`config.mk`:
```
export PLATFORM = sky130hd
export DESIGN_NAME = host_bus_frontend
export DESIGN_NICKNAME = d
export VERILOG_FILES = /design/src/rtl/hbi_pkg.sv /design/src/rtl/hbi_sync.sv /design/src/rtl/hbi_par_ctrl.sv /design/src/rtl/hbi_ser_shift.sv /design/src/rtl/host_bus_frontend.sv
export SDC_FILE = /design/constraint.sdc
export NUM_CORES = 1
export LEC_CHECK = 0
export ABC_CLOCK_PERIOD_IN_PS = 2100
export BUFFER_PORTS_ARGS = -buffer_cell sky130_fd_sc_hd__buf_2
export CAP_MARGIN = 20
export CORE_MARGIN = 3
export CORE_UTILIZATION = 36
export DETAILED_ROUTE_END_ITERATION = 10
export GPL_TIMING_DRIVEN = 0
export PLACE_DENSITY = 0.53
export SLEW_MARGIN = 20
export SYNTH_ARGS = -nofsm -noshare
export SYNTH_HDL_FRONTEND = slang
export SYNTH_SLANG_ARGS = --single-unit
```
`constraint.sdc`:
```
create_clock -name clk -period 2.1 [get_ports clk]
set_input_delay 0.42 -clock clk [delete_from_list [all_inputs] [get_ports clk]]
set_output_delay 0.42 -clock clk [all_outputs]
set_load 0.05 [all_outputs]
```
`src/rtl/hbi_pkg.sv`:
```
package hbi_pkg;
   // bus strobe convention chosen by the style strap
   typedef enum logic {
      STYLE_SPLIT  = 1'b0,   // separate active-low read / write strobes
      STYLE_ENABLE = 1'b1    // enable plus read/write level
   } bus_style_e;

   // extra synchronized pins beside the data bus
   localparam int unsigned CTRL_PINS = 7;

   function automatic int unsigned cnt_width(input int unsigned bits);
      return (bits <= 2) ? 1 : $clog2(bits);
   endfunction
endpackage

```
`src/rtl/hbi_sync.sv`:
```
module hbi_sync #(
   parameter int unsigned W      = 8,
   parameter int unsigned STAGES = 2,
   parameter logic [W-1:0] RST_VAL = '0
) (
   input  logic         clk,
   input  logic         rst_n,
   input  logic [W-1:0] d_i,
   output logic [W-1:0] q_o
);
   generate
      if (STAGES < 2) begin : g_bad_stages
         $error("hbi_sync: STAGES must be at least 2");
      end
      if (W < 1) begin : g_bad_width
         $error("hbi_sync: W must be positive");
      end
   endgenerate

   logic [STAGES-1:0][W-1:0] stg;

   always_ff @(posedge clk or negedge rst_n) begin
      if (!rst_n) begin
         for (int i = 0; i < STAGES; i++) stg[i] <= RST_VAL;
      end else begin
         stg[0] <= d_i;
         for (int i = 1; i < STAGES; i++) stg[i] <= stg[i-1];
      end
   end

   assign q_o = stg[STAGES-1];
endmodule

```
`src/rtl/hbi_par_ctrl.sv`:
```
module hbi_par_ctrl
   import hbi_pkg::*;
(
   input  logic clk,
   input  logic rst_n,
   input  logic active_i,    // selected for two cycles and parallel mode
   input  logic style_i,     // bus_style_e value
   input  logic str_a_i,     // synchronized strobe A
   input  logic str_b_i,     // synchronized strobe B
   output logic wr_fire_o,
   output logic rd_act_o
);
   logic a_q, b_q;

   always_ff @(posedge clk or negedge rst_n) begin
      if (!rst_n) begin
         a_q <= 1'b0;
         b_q <= 1'b0;
      end else begin
         a_q <= str_a_i;
         b_q <= str_b_i;
      end
   end

   bus_style_e style;
   assign style = bus_style_e'(style_i);

   always_comb begin
      wr_fire_o = 1'b0;
      rd_act_o  = 1'b0;
      if (active_i) begin
         unique case (style)
            STYLE_ENABLE: begin
               wr_fire_o = a_q & ~str_a_i & ~str_b_i;
               rd_act_o  = str_a_i & str_b_i;
            end
            STYLE_SPLIT: begin
               wr_fire_o = ~b_q & str_b_i;
               rd_act_o  = ~str_a_i;
            end
            default: ;
         endcase
      end
   end
endmodule

```
`src/rtl/hbi_ser_shift.sv`:
```
module hbi_ser_shift #(
   parameter int unsigned DATA_W = 8,
   localparam int unsigned CNT_W = hbi_pkg::cnt_width(DATA_W)
) (
   input  logic              clk,
   input  logic              rst_n,
   input  logic              active_i,
   input  logic              sclk_i,
   input  logic              sdat_i,
   output logic              fire_o,
   output logic [DATA_W-1:0] byte_o,
   output logic [CNT_W-1:0]  cnt_o
);
   localparam logic [CNT_W-1:0] LAST = CNT_W'(DATA_W - 1);

   logic [DATA_W-1:0] shreg;
   logic [CNT_W-1:0]  cnt;
   logic              sclk_q;
   logic              rise;

   assign rise = active_i & sclk_i & ~sclk_q;

   always_ff @(posedge clk or negedge rst_n) begin
      if (!rst_n) begin
         shreg  <= '0;
         cnt    <= '0;
         sclk_q <= 1'b0;
      end else begin
         sclk_q <= sclk_i;
         if (!active_i) begin
            shreg <= '0;
            cnt   <= '0;
         end else if (rise) begin
            shreg <= {shreg[DATA_W-2:0], sdat_i};
            cnt   <= (cnt == LAST) ? '0 : cnt + 1'b1;
         end
      end
   end

   assign fire_o = rise && (cnt == LAST);
   assign byte_o = {shreg[DATA_W-2:0], sdat_i};
   assign cnt_o  = cnt;
endmodule

```
`src/rtl/host_bus_frontend.sv`:
```
module host_bus_frontend #(
   parameter int unsigned DATA_W      = 8,
   parameter int unsigned SYNC_STAGES = 2,
   parameter int unsigned SCLK_BIT    = 6,
   parameter int unsigned SDAT_BIT    = 7
) (
   input  logic              clk,
   input  logic              rst_n,
   input  logic              cs_n_i,
   input  logic              cs_i,
   input  logic              par_mode_i,
   input  logic              style68_i,
   input  logic              rs_i,
   input  logic              strobe_a_i,
   input  logic              strobe_b_i,
   input  logic [DATA_W-1:0] db_i,
   output logic [DATA_W-1:0] db_o,
   output logic              db_oe_o,
   output logic              wr_valid_o,
   output logic [DATA_W-1:0] wr_data_o,
   output logic              wr_is_data_o,
   output logic              rd_req_o,
   output logic              rd_is_data_o,
   input  logic [DATA_W-1:0] core_rd_data_i,
   input  logic [DATA_W-1:0] status_i
);
   import hbi_pkg::*;

   localparam int unsigned SV_W  = DATA_W + CTRL_PINS;
   localparam int unsigned CNT_W = cnt_width(DATA_W);
   localparam int unsigned I_SB  = DATA_W;
   localparam int unsigned I_SA  = DATA_W + 1;
   localparam int unsigned I_RS  = DATA_W + 2;
   localparam int unsigned I_STY = DATA_W + 3;
   localparam int unsigned I_PAR = DATA_W + 4;
   localparam int unsigned I_CS  = DATA_W + 5;
   localparam int unsigned I_CSN = DATA_W + 6;
   localparam logic [SV_W-1:0] SYNC_RST = SV_W'(1) << I_CSN;

   generate
      if (DATA_W < 2) begin : g_bad_w
         $error("host_bus_frontend: DATA_W too small");
      end
      if (SCLK_BIT >= DATA_W || SDAT_BIT >= DATA_W || SCLK_BIT == SDAT_BIT) begin : g_bad_pins
         $error("host_bus_frontend: serial pin positions invalid");
      end
   endgenerate

   // ---------------- synchronizers ----------------
   logic [SV_W-1:0] pins_raw, pins_s;
   assign pins_raw = {cs_n_i, cs_i, par_mode_i, style68_i, rs_i,
                      strobe_a_i, strobe_b_i, db_i};

   hbi_sync #(.W(SV_W), .STAGES(SYNC_STAGES), .RST_VAL(SYNC_RST)) u_sync (
      .clk  (clk),
      .rst_n(rst_n),
      .d_i  (pins_raw),
      .q_o  (pins_s)
   );

   logic [DATA_W-1:0] db_s;
   logic sel_s, sel_q, sel_ok, par_s, rs_s;
   assign db_s   = pins_s[DATA_W-1:0];
   assign sel_s  = ~pins_s[I_CSN] & pins_s[I_CS];
   assign par_s  = pins_s[I_PAR];
   assign rs_s   = pins_s[I_RS];
   assign sel_ok = sel_s & sel_q;

   always_ff @(posedge clk or negedge rst_n) begin
      if (!rst_n) sel_q <= 1'b0;
      else        sel_q <= sel_s;
   end

   // ---------------- parallel path ----------------
   logic par_wr, par_rd_act;
   hbi_par_ctrl u_par (
      .clk      (clk),
      .rst_n    (rst_n),
      .active_i (sel_ok & par_s),
      .style_i  (pins_s[I_STY]),
      .str_a_i  (pins_s[I_SA]),
      .str_b_i  (pins_s[I_SB]),
      .wr_fire_o(par_wr),
      .rd_act_o (par_rd_act)
   );

   // ---------------- serial path ----------------
   logic              ser_wr;
   logic [DATA_W-1:0] ser_byte;
   logic [CNT_W-1:0]  ser_cnt;
   hbi_ser_shift #(.DATA_W(DATA_W)) u_ser (
      .clk     (clk),
      .rst_n   (rst_n),
      .active_i(sel_ok & ~par_s),
      .sclk_i  (db_s[SCLK_BIT]),
      .sdat_i  (db_s[SDAT_BIT]),
      .fire_o  (ser_wr),
      .byte_o  (ser_byte),
      .cnt_o   (ser_cnt)
   );

   // ---------------- core-side outputs ----------------
   logic              rd_act_q;
   logic [DATA_W-1:0] hold;

   always_ff @(posedge clk or negedge rst_n) begin
      if (!rst_n) begin
         wr_valid_o   <= 1'b0;
         wr_data_o    <= '0;
         wr_is_data_o <= 1'b0;
         rd_req_o     <= 1'b0;
         rd_is_data_o <= 1'b0;
         rd_act_q     <= 1'b0;
         db_oe_o      <= 1'b0;
         hold         <= '0;
      end else begin
         wr_valid_o <= par_wr | ser_wr;
         if (par_wr | ser_wr) begin
            wr_data_o    <= par_s ? db_s : ser_byte;
            wr_is_data_o <= rs_s;
         end
         rd_act_q <= par_rd_act;
         db_oe_o  <= par_rd_act;
         rd_req_o <= par_rd_act & ~rd_act_q;
         if (par_rd_act & ~rd_act_q) rd_is_data_o <= rs_s;
         if (rd_req_o) hold <= rd_is_data_o ? core_rd_data_i : status_i;
      end
   end

   assign db_o = hold;
endmodule

```
==> metrics.md, run 1 <==
| Metric | Value |
|---|---|
| Setup TNS | `0 ns` |
| Logic pwr share | `13.2%` |
| Netlist cell types | `22` |
| Postcts setup bufs | `0` |
| Antenna Cells | `0` |
| Final setup vio count | `0` |
| Clock sink count | `65` |
| Final period util | `82.7%` |
| Fraction of synthesized area in multiplexers | `12.5%` |
| XOR/XNOR share of the synthesized area | `0%` |
| Net switching power | `0.707 mW` |
| PortBufs | `53` |
| Worst-path fanout max | `10` |
| Largest stage delay on the critical path | `0.38 ns` |
| Post-synthesis sequential element count | `65` |
| Clock network fraction of design power | `36.7%` |
| Via density | `4.61` |
| R2R cell count | `5` |
| Synth Instances | `139` |
| Post-DRT Antenna Nets | `0` |
| RSZ-0062 raised after global routing | `no` |
| Post-synthesis adder-cell area fraction | `1.11%` |
| Final hold vios | `0` |
| Worst vdd ir | `551 uV` |
| Synth Area in Simple Gates | `4.94%` |
| GRT Overall Usage | `12.2%` |
| Final worst path period need | `1.74 ns` |
| Fin. max-slew vios | `0` |
| # resized after CTS | `0` |
| Final wirelength | `3900 microns` |
| Area of the multi-input gates | `593 sq um` |
| Synthesized area | `0.00225 sq mm` |
| CP endpoint kind | `flop` |
| Register area | `0.00163 sq mm` |
| CP Cell Sequence | `buf_6 -> nand4bb_4 -> nor3b_2 -> o2bb2ai_4 -> mux2_2` |
| Ports | `54` |
| Final-layout fill cell count | `559` |
| Pwr dens | `971 mW/mm^2` |
| CORE AREA | `0.00599 sq mm` |
| Met3 Wirelength | `297 microns` |
| Grt ovf | `0` |
| Seq pwr share | `50.1%` |
| Slowest cell on crit path | `mux2_2` |
| Critical path class | `reg -> reg` |
| CTS root buffer | `clkbuf_8` |
| Largest family of logic cells by synthesized area | `multiplexers` |
| Max cap viols | `0` |
| First-pass DRT Iterations | `4` |
| Initial DRC count | `54` |
| Post-Route Utilization | `46.8%` |
| Vias | `1305` |
| Share of cells above drive strength 1 | `42.8%` |
| Startpoint Class | `flop` |
| GPL Wtd Cong | `0.818` |
| Clock skew | `0.00826 ns` |
| Slew @ Worst Pin | `0.792 ns` |
| Layout net count | `238` |
| Most frequent cells in the layout | `dfrtp_1 (63), buf_2 (53), mux2_2 (16)` |
| Post-synth ARST share | `100%` |
| Die W | `85.1 microns` |
| Area Growth Syn to Fin | `24.4%` |
| Clk Latency, worst-skew pair | `0.32 ns` |
| CTS buffer count | `9` |
| Post-DR wirelength/cell | `13.8 microns` |
| Compound-Gate Fraction of Synth Area | `7.72%` |
| Seq/Total Area, Yosys | `72.3%` |
| Ys flop type | `dfrtp_1` |
| DR DRC count | `0` |
| CTS tree | `done` |
| Detail Route met2 WL | `1860 microns` |
| Yosys warning count | `0` |
| Worst-case clock buffer depth | `2` |
| Syn Area/Cell | `16.2 sq um` |
| Maximum clock frequency | `0.576 GHz` |
| Initial antenna violation count | `0` |
| Die area | `0.00724 sq mm` |
| Post-DP HPWL | `2670 microns` |
| Most common cell after layout, fill and taps aside | `dfrtp_1` |
| First-pass GRT wire length | `6730 microns` |
| WL met1 | `1670 microns` |
| Crit path launch | `u_sync.q_o[12]` |
| Hold-fix buffers, CTS | `0` |
| Top sig layer | `met4` |
| Crit Reg-Reg Startpoint | `u_sync.q_o[12]` |
| Vias in the first global route | `1496` |
| Slew Limit Headroom | `47.2%` |
| Clk slew on worst S/H paths | `0.06 ns` |
| Die height | `85.1 microns` |
| WP data required | `2.30 ns` |
| Largest net degree at the start of global routing | `66` |
| Post-synth EDFFs | `0` |
| Cell row count | `28` |
| Critical path data arrival time | `1.94 ns` |
| Initial core utilization | `37.6%` |
| H-tree levels | `3` |
| Switch share | `26.0%` |
| Status | `complete, no violations` |
| Total leakage power | `1.36 nW` |
| Hold Crit Class | `in -> async` |
| Power Internal | `2.02 mW` |
| Syn Nets | `174` |
==> metrics by stage <==
stage | hold slack [ns] | cells | setup slack [ns] | power (mW) | area (sq um)
after global placement | 0.331 | 267 | 0.369 | 1.74 | 2610
after floorplan | 0.124 | 139 | 0.498 | 1.63 | 2250
after global routing | 0.162 | 283 | 0.278 | 2.87 | 2800
final | 0.164 | 283 | 0.364 | 2.72 | 2800
after CTS | 0.181 | 283 | 0.331 | 2.77 | 2800
after detailed placement | 0.336 | 267 | 0.350 | 1.75 | 2620
==> synthesized netlist by cell type (2+ instances only) <==
cell type | number | area (sq um)
nand3_1 | 2 | 10.0
mux2_1 | 2 | 22.5
clkbuf_1 | 3 | 11.3
ha_1 | 2 | 25.0
a21oi_1 | 9 | 45.0
mux2_2 | 16 | 180
dfstp_2 | 2 | 52.6
dfrtp_1 | 63 | 1580
a22o_1 | 10 | 87.6
nor2_1 | 11 | 41.3
mux2i_1 | 8 | 80.1
==> metal layers <==
layer  track usage [%]  up-vias
li1                  -      616
met1              14.0      643
met2              19.3       41
met3              5.83        5
met4              6.04        0
met5                 0        -
==> registers in the layout, summed over array words and instances (netlist names) <==
| signal | count |
|---|---|
| u_par.a_q | 1 |
| wr_data_o | 8 |
| wr_is_data_o | 1 |
| rd_req_o | 1 |
| sel_q | 1 |
| u_ser.shreg | 7 |
| u_sync.stg | 15 |
| u_par.b_q | 1 |
| u_ser.sclk_q | 1 |
| wr_valid_o | 1 |
| rd_is_data_o | 1 |
| db_o | 8 |
| u_ser.cnt_o | 3 |
| u_sync.q_o | 15 |
| rd_act_q | 1 |
==> worst max-delay path: cells and delay by family, from the launching register on <==
family          cells  cell delay [ns]
mux                 1             0.38
buf+inv             1             0.15
compound gates      1             0.26
simple gates        2             0.46
flops               1             0.37
==> final cells by class <==
type	instances	share of cell area (%)
multi-input combinational	68	21.2
timing repair buffer	53	9.55
clock inverter	3	1.43
sequential	65	58.1
tap	75	3.35
buffer	5	0.982
clock buffer	13	5.31
inverter	1	0.134
==> cells by family (layout without fill, tap and decap cells) <==
| kind of cell | after synthesis | after routing |
|---|---|---|
| AO/OA/AOI/OAI | 22 | 22 |
| adder cells (fa/ha/maj) | 2 | 2 |
| buffers and inverters | 6 | 75 |
| flip-flops | 65 | 65 |
| multiplexers | 26 | 26 |
| AND/OR/NAND/NOR | 18 | 18 |
==> power groups by stage <==
stage	clock, mW	sequential, mW	combinational (mW)
floorplan	0	1.54	0.0903
finish	0.999	1.36	0.359
global route	1.11	1.37	0.384
detailed placement	0	1.39	0.364
CTS	1.04	1.36	0.365
global placement	0	1.38	0.355
==> final timing paths <==
check | to | slack (ns)
setup / recovery | wr_data_o[5] | 0.36
hold / removal | u_sync.stg[2] | 0.16
setup reg to reg | wr_data_o[5] | 0.36
hold reg to reg | u_sync.q_o[10] | 0.34
max in group asynchronous | u_sync.stg[5] | 1.39
min in group clk | u_sync.stg[11] | 0.20
No activity file was read; power rests on OpenSTA's default activity.
==> run 2, diff against run 1 <==
- ABC_AREA: unset -> 1
- ABC_CLOCK_PERIOD_IN_PS: 2100 -> 1800
- clock period: 2.1 -> 1.8 ns (I/O delays scaled with it)
==> run 2 against run 1 <==
Wire length is 8.1% higher. Clock power is 10% higher. Cell area grew 5.2%. Cell count rose by 25%. Critical path depth is 1 higher. Area after synthesis grew 5.1%.
==> metrics.md, run 2 <==
| Metric | Value |
|---|---|
| Status | `complete, no violations` |
| Die height | `87.1 microns` |
| CTS root buffer | `clkbuf_8` |
| Ys flop type | `dfrtp_1` |
| Via density | `4.37` |
| CORE AREA | `0.00613 sq mm` |
| DR DRC count | `0` |
| R2R cell count | `6` |
| Worst vdd ir | `708 uV` |
| Largest stage delay on the critical path | `0.40 ns` |
| Final worst path period need | `1.35 ns` |
| GPL Wtd Cong | `0.706` |
| Post-DP HPWL | `2900 microns` |
| Post-synthesis sequential element count | `65` |
| Final setup vio count | `0` |
| Hold Path Depth | `1` |
| Final hold vios | `0` |
| CP Cell Sequence | `ha_1 -> ha_1 -> nand3_4 -> nand2_8 -> nand2_1 -> nand2_1` |
| Vias in the first global route | `1571` |
| Post-DR wirelength/cell | `11.9 microns` |
| Crit path max-delay family | `adder cells` |
| Slew @ Worst Pin | `0.449 ns` |
| PortBufs | `53` |
| Worst-path fanout max | `10` |
| Hold Crit Class | `in -> reg` |
| First-pass GRT wire length | `7260 microns` |
| Initial DRC count | `50` |
| Final wirelength | `4210 microns` |
| Initial antenna violation count | `0` |
| Synthesized area | `0.00237 sq mm` |
| WL met1 | `1970 microns` |
| Top sig layer | `met4` |
| Max cap viols | `0` |
| Most common cell after layout, fill and taps aside | `dfrtp_1` |
| CTS buffer count | `9` |
| Clk slew on worst S/H paths | `0.07 ns` |
| Fin. max-slew vios | `0` |
| CP endpoint kind | `flop` |
| Clk Latency, worst-skew pair | `0.33 ns` |
| Area leader, netlist | `dfrtp_1` |
| Ranking of synthesized cells by instance count | `dfrtp_1 (63), nand2_1 (61), nand3_1 (14)` |
| Cell row count | `28` |
| Post-synth ARST share | `100%` |
| Met3 Wirelength | `257 microns` |
| Clock skew | `0.00801 ns` |
| Grt ovf | `0` |
| Syn Nets | `244` |
| Most numerous cell in the Yosys netlist | `dfrtp_1` |
| Worst-case clock buffer depth | `2` |
| Initial core utilization | `38.6%` |
| Post-synth EDFFs | `0` |
| H-tree levels | `3` |
| Slew Limit Headroom | `70.1%` |
| Final cell count without fillers | `355` |
| Hold EP | `u_sync.stg[14]` |
| Die area | `0.00758 sq mm` |
| Clock sink count | `65` |
| Hold_ws | `0.121 ns` |
| Antenna Cells | `0` |
| Post-synthesis adder-cell area fraction | `1.06%` |
| Top cells by area, synth | `dfrtp_1 (67%), nand2_1 (9.7%), nand3_1 (3.0%)` |
| Largest net degree at the start of global routing | `48` |
| Post-DRT Antenna Nets | `0` |
| Total leakage power | `1.48 nW` |
| Ports | `54` |
| Yosys warning count | `0` |
| Synth Instances | `209` |
| Vias | `1553` |
| Final period util | `74.8%` |
| Critical path data arrival time | `1.57 ns` |
| Synth Area in Simple Gates | `20.6%` |
| HP Start | `cs_n_i` |
| Share of cells above drive strength 1 | `31.1%` |
| Setup TNS | `0 ns` |
| Largest family of logic cells by synthesized area | `simple AND/OR/NAND/NOR gates` |
| Pwr dens | `1080 mW/mm^2` |
| FF-to-FF End | `wr_data_o[6]` |
| First-pass DRT Iterations | `4` |
| RSZ-0062 raised after global routing | `no` |
| Slowest cell on crit path | `dfrtp_1` |
| Critical path class | `reg -> reg` |
| Maximum clock frequency | `0.743 GHz` |
| Die W | `87.1 microns` |
| Layout net count | `310` |
| GRT Overall Usage | `12.9%` |
| Placed Cells | `338` |
| Most frequent cells in the layout | `dfrtp_1 (63), nand2_1 (61), buf_2 (54)` |
| Crit Reg-Reg Startpoint | `u_ser.cnt_o[0]` |
| Area Growth Syn to Fin | `24.6%` |
| CP Buf/Inv Count | `0` |
| WP data required | `2.02 ns` |
| Detail Route met2 WL | `1910 microns` |
| Startpoint Class | `flop` |
| R2R Setup Slk | `0.45 ns` |
| Syn Area/Cell | `11.3 sq um` |
| Fraction of synthesized area in multiplexers | `0%` |
| Compound-Gate Fraction of Synth Area | `5.60%` |
| XOR/XNOR share of the synthesized area | `0%` |
| Share of Yosys cell area claimed by the top area cell type | `66.6%` |
| Netlist cell types | `22` |
| Seq/Total Area, Yosys | `68.8%` |
| CTS tree | `done` |
| # resized after CTS | `0` |
## run 2: changes by cell type after synthesis, moves of 9 or more
cell,change
nand3_1,+12
a22o_1,-10
mux2_2,-16
nand2_1,+61
inv_1,+12
o21ai_0,+12
a21oi_1,-9
## run 2: power by group
| part | leakage, nW | internal (mW) | switching, mW | total [mW] |
|---|---|---|---|---|
| sequential | 0.790 | 1.56 | 0.0442 | 1.61 |
| clock | 0.0863 | 0.581 | 0.522 | 1.10 |
| combinational | 0.608 | 0.127 | 0.363 | 0.491 |
| total | 1.48 | 2.27 | 0.930 | 3.20 |
## run 2: timing repair
action / 4_1_cts / 5_1_grt
endpoints found under the hold margin: 16 / 0
hold buffers: 1 / 0
setup buffers: 0 / 0
## run 2: kinds of logic (layout without fill, tap and decap cells)
logic type               count (synthesis)  count (layout)
AO/OA/AOI/OAI                           24              24
flip-flops                              65              65
AND/OR/NAND/NOR                         96              96
adder cells (fa/ha/maj)                  2               2
buffers and inverters                   22              93
## run 2: cell type report
cell class,count,area [sq um]
fillers,564,3180
flip-flops and latches,65,1630
multi-input cells,122,646
repair buffers,55,305
clock buffers,13,159
well taps,75,93.8
inverters,17,63.8
plain buffers,5,28.8
clock inverters,3,23.8
## run 2: how the worst max path moves through the flow
stage / start / to / cells past startpoint
after global placement: rst_n / db_o[3] / 1
final: u_ser.cnt_o[0] / wr_data_o[6] / 6
after floorplan: rd_is_data_o / db_o[0] / 4
after global routing: u_ser.cnt_o[0] / wr_data_o[2] / 6
after detailed placement: u_ser.cnt_o[0] / wr_data_o[2] / 6
after CTS: u_ser.cnt_o[0] / wr_data_o[2] / 6
## run 2: routing by layer
layer	global-route usage, %	vias up
met1	16.4	704
met3	5.01	7
met2	18.9	37
met4	6.69	0
li1	-	805
met5	0	-
## run 2: through the flow
step	setup slack (ns)	area, sq um	util, %	power (mW)
6_report	0.454	2950	48.1	3.20
5_1_grt	0.351	2950	48.1	3.37
4_1_cts	0.430	2950	48.1	3.26
3_5_place_dp	0.446	2760	45.0	2.13
3_3_place_gp	0.104	2730	44.5	2.12
2_1_floorplan	0.460	2370	-	1.96
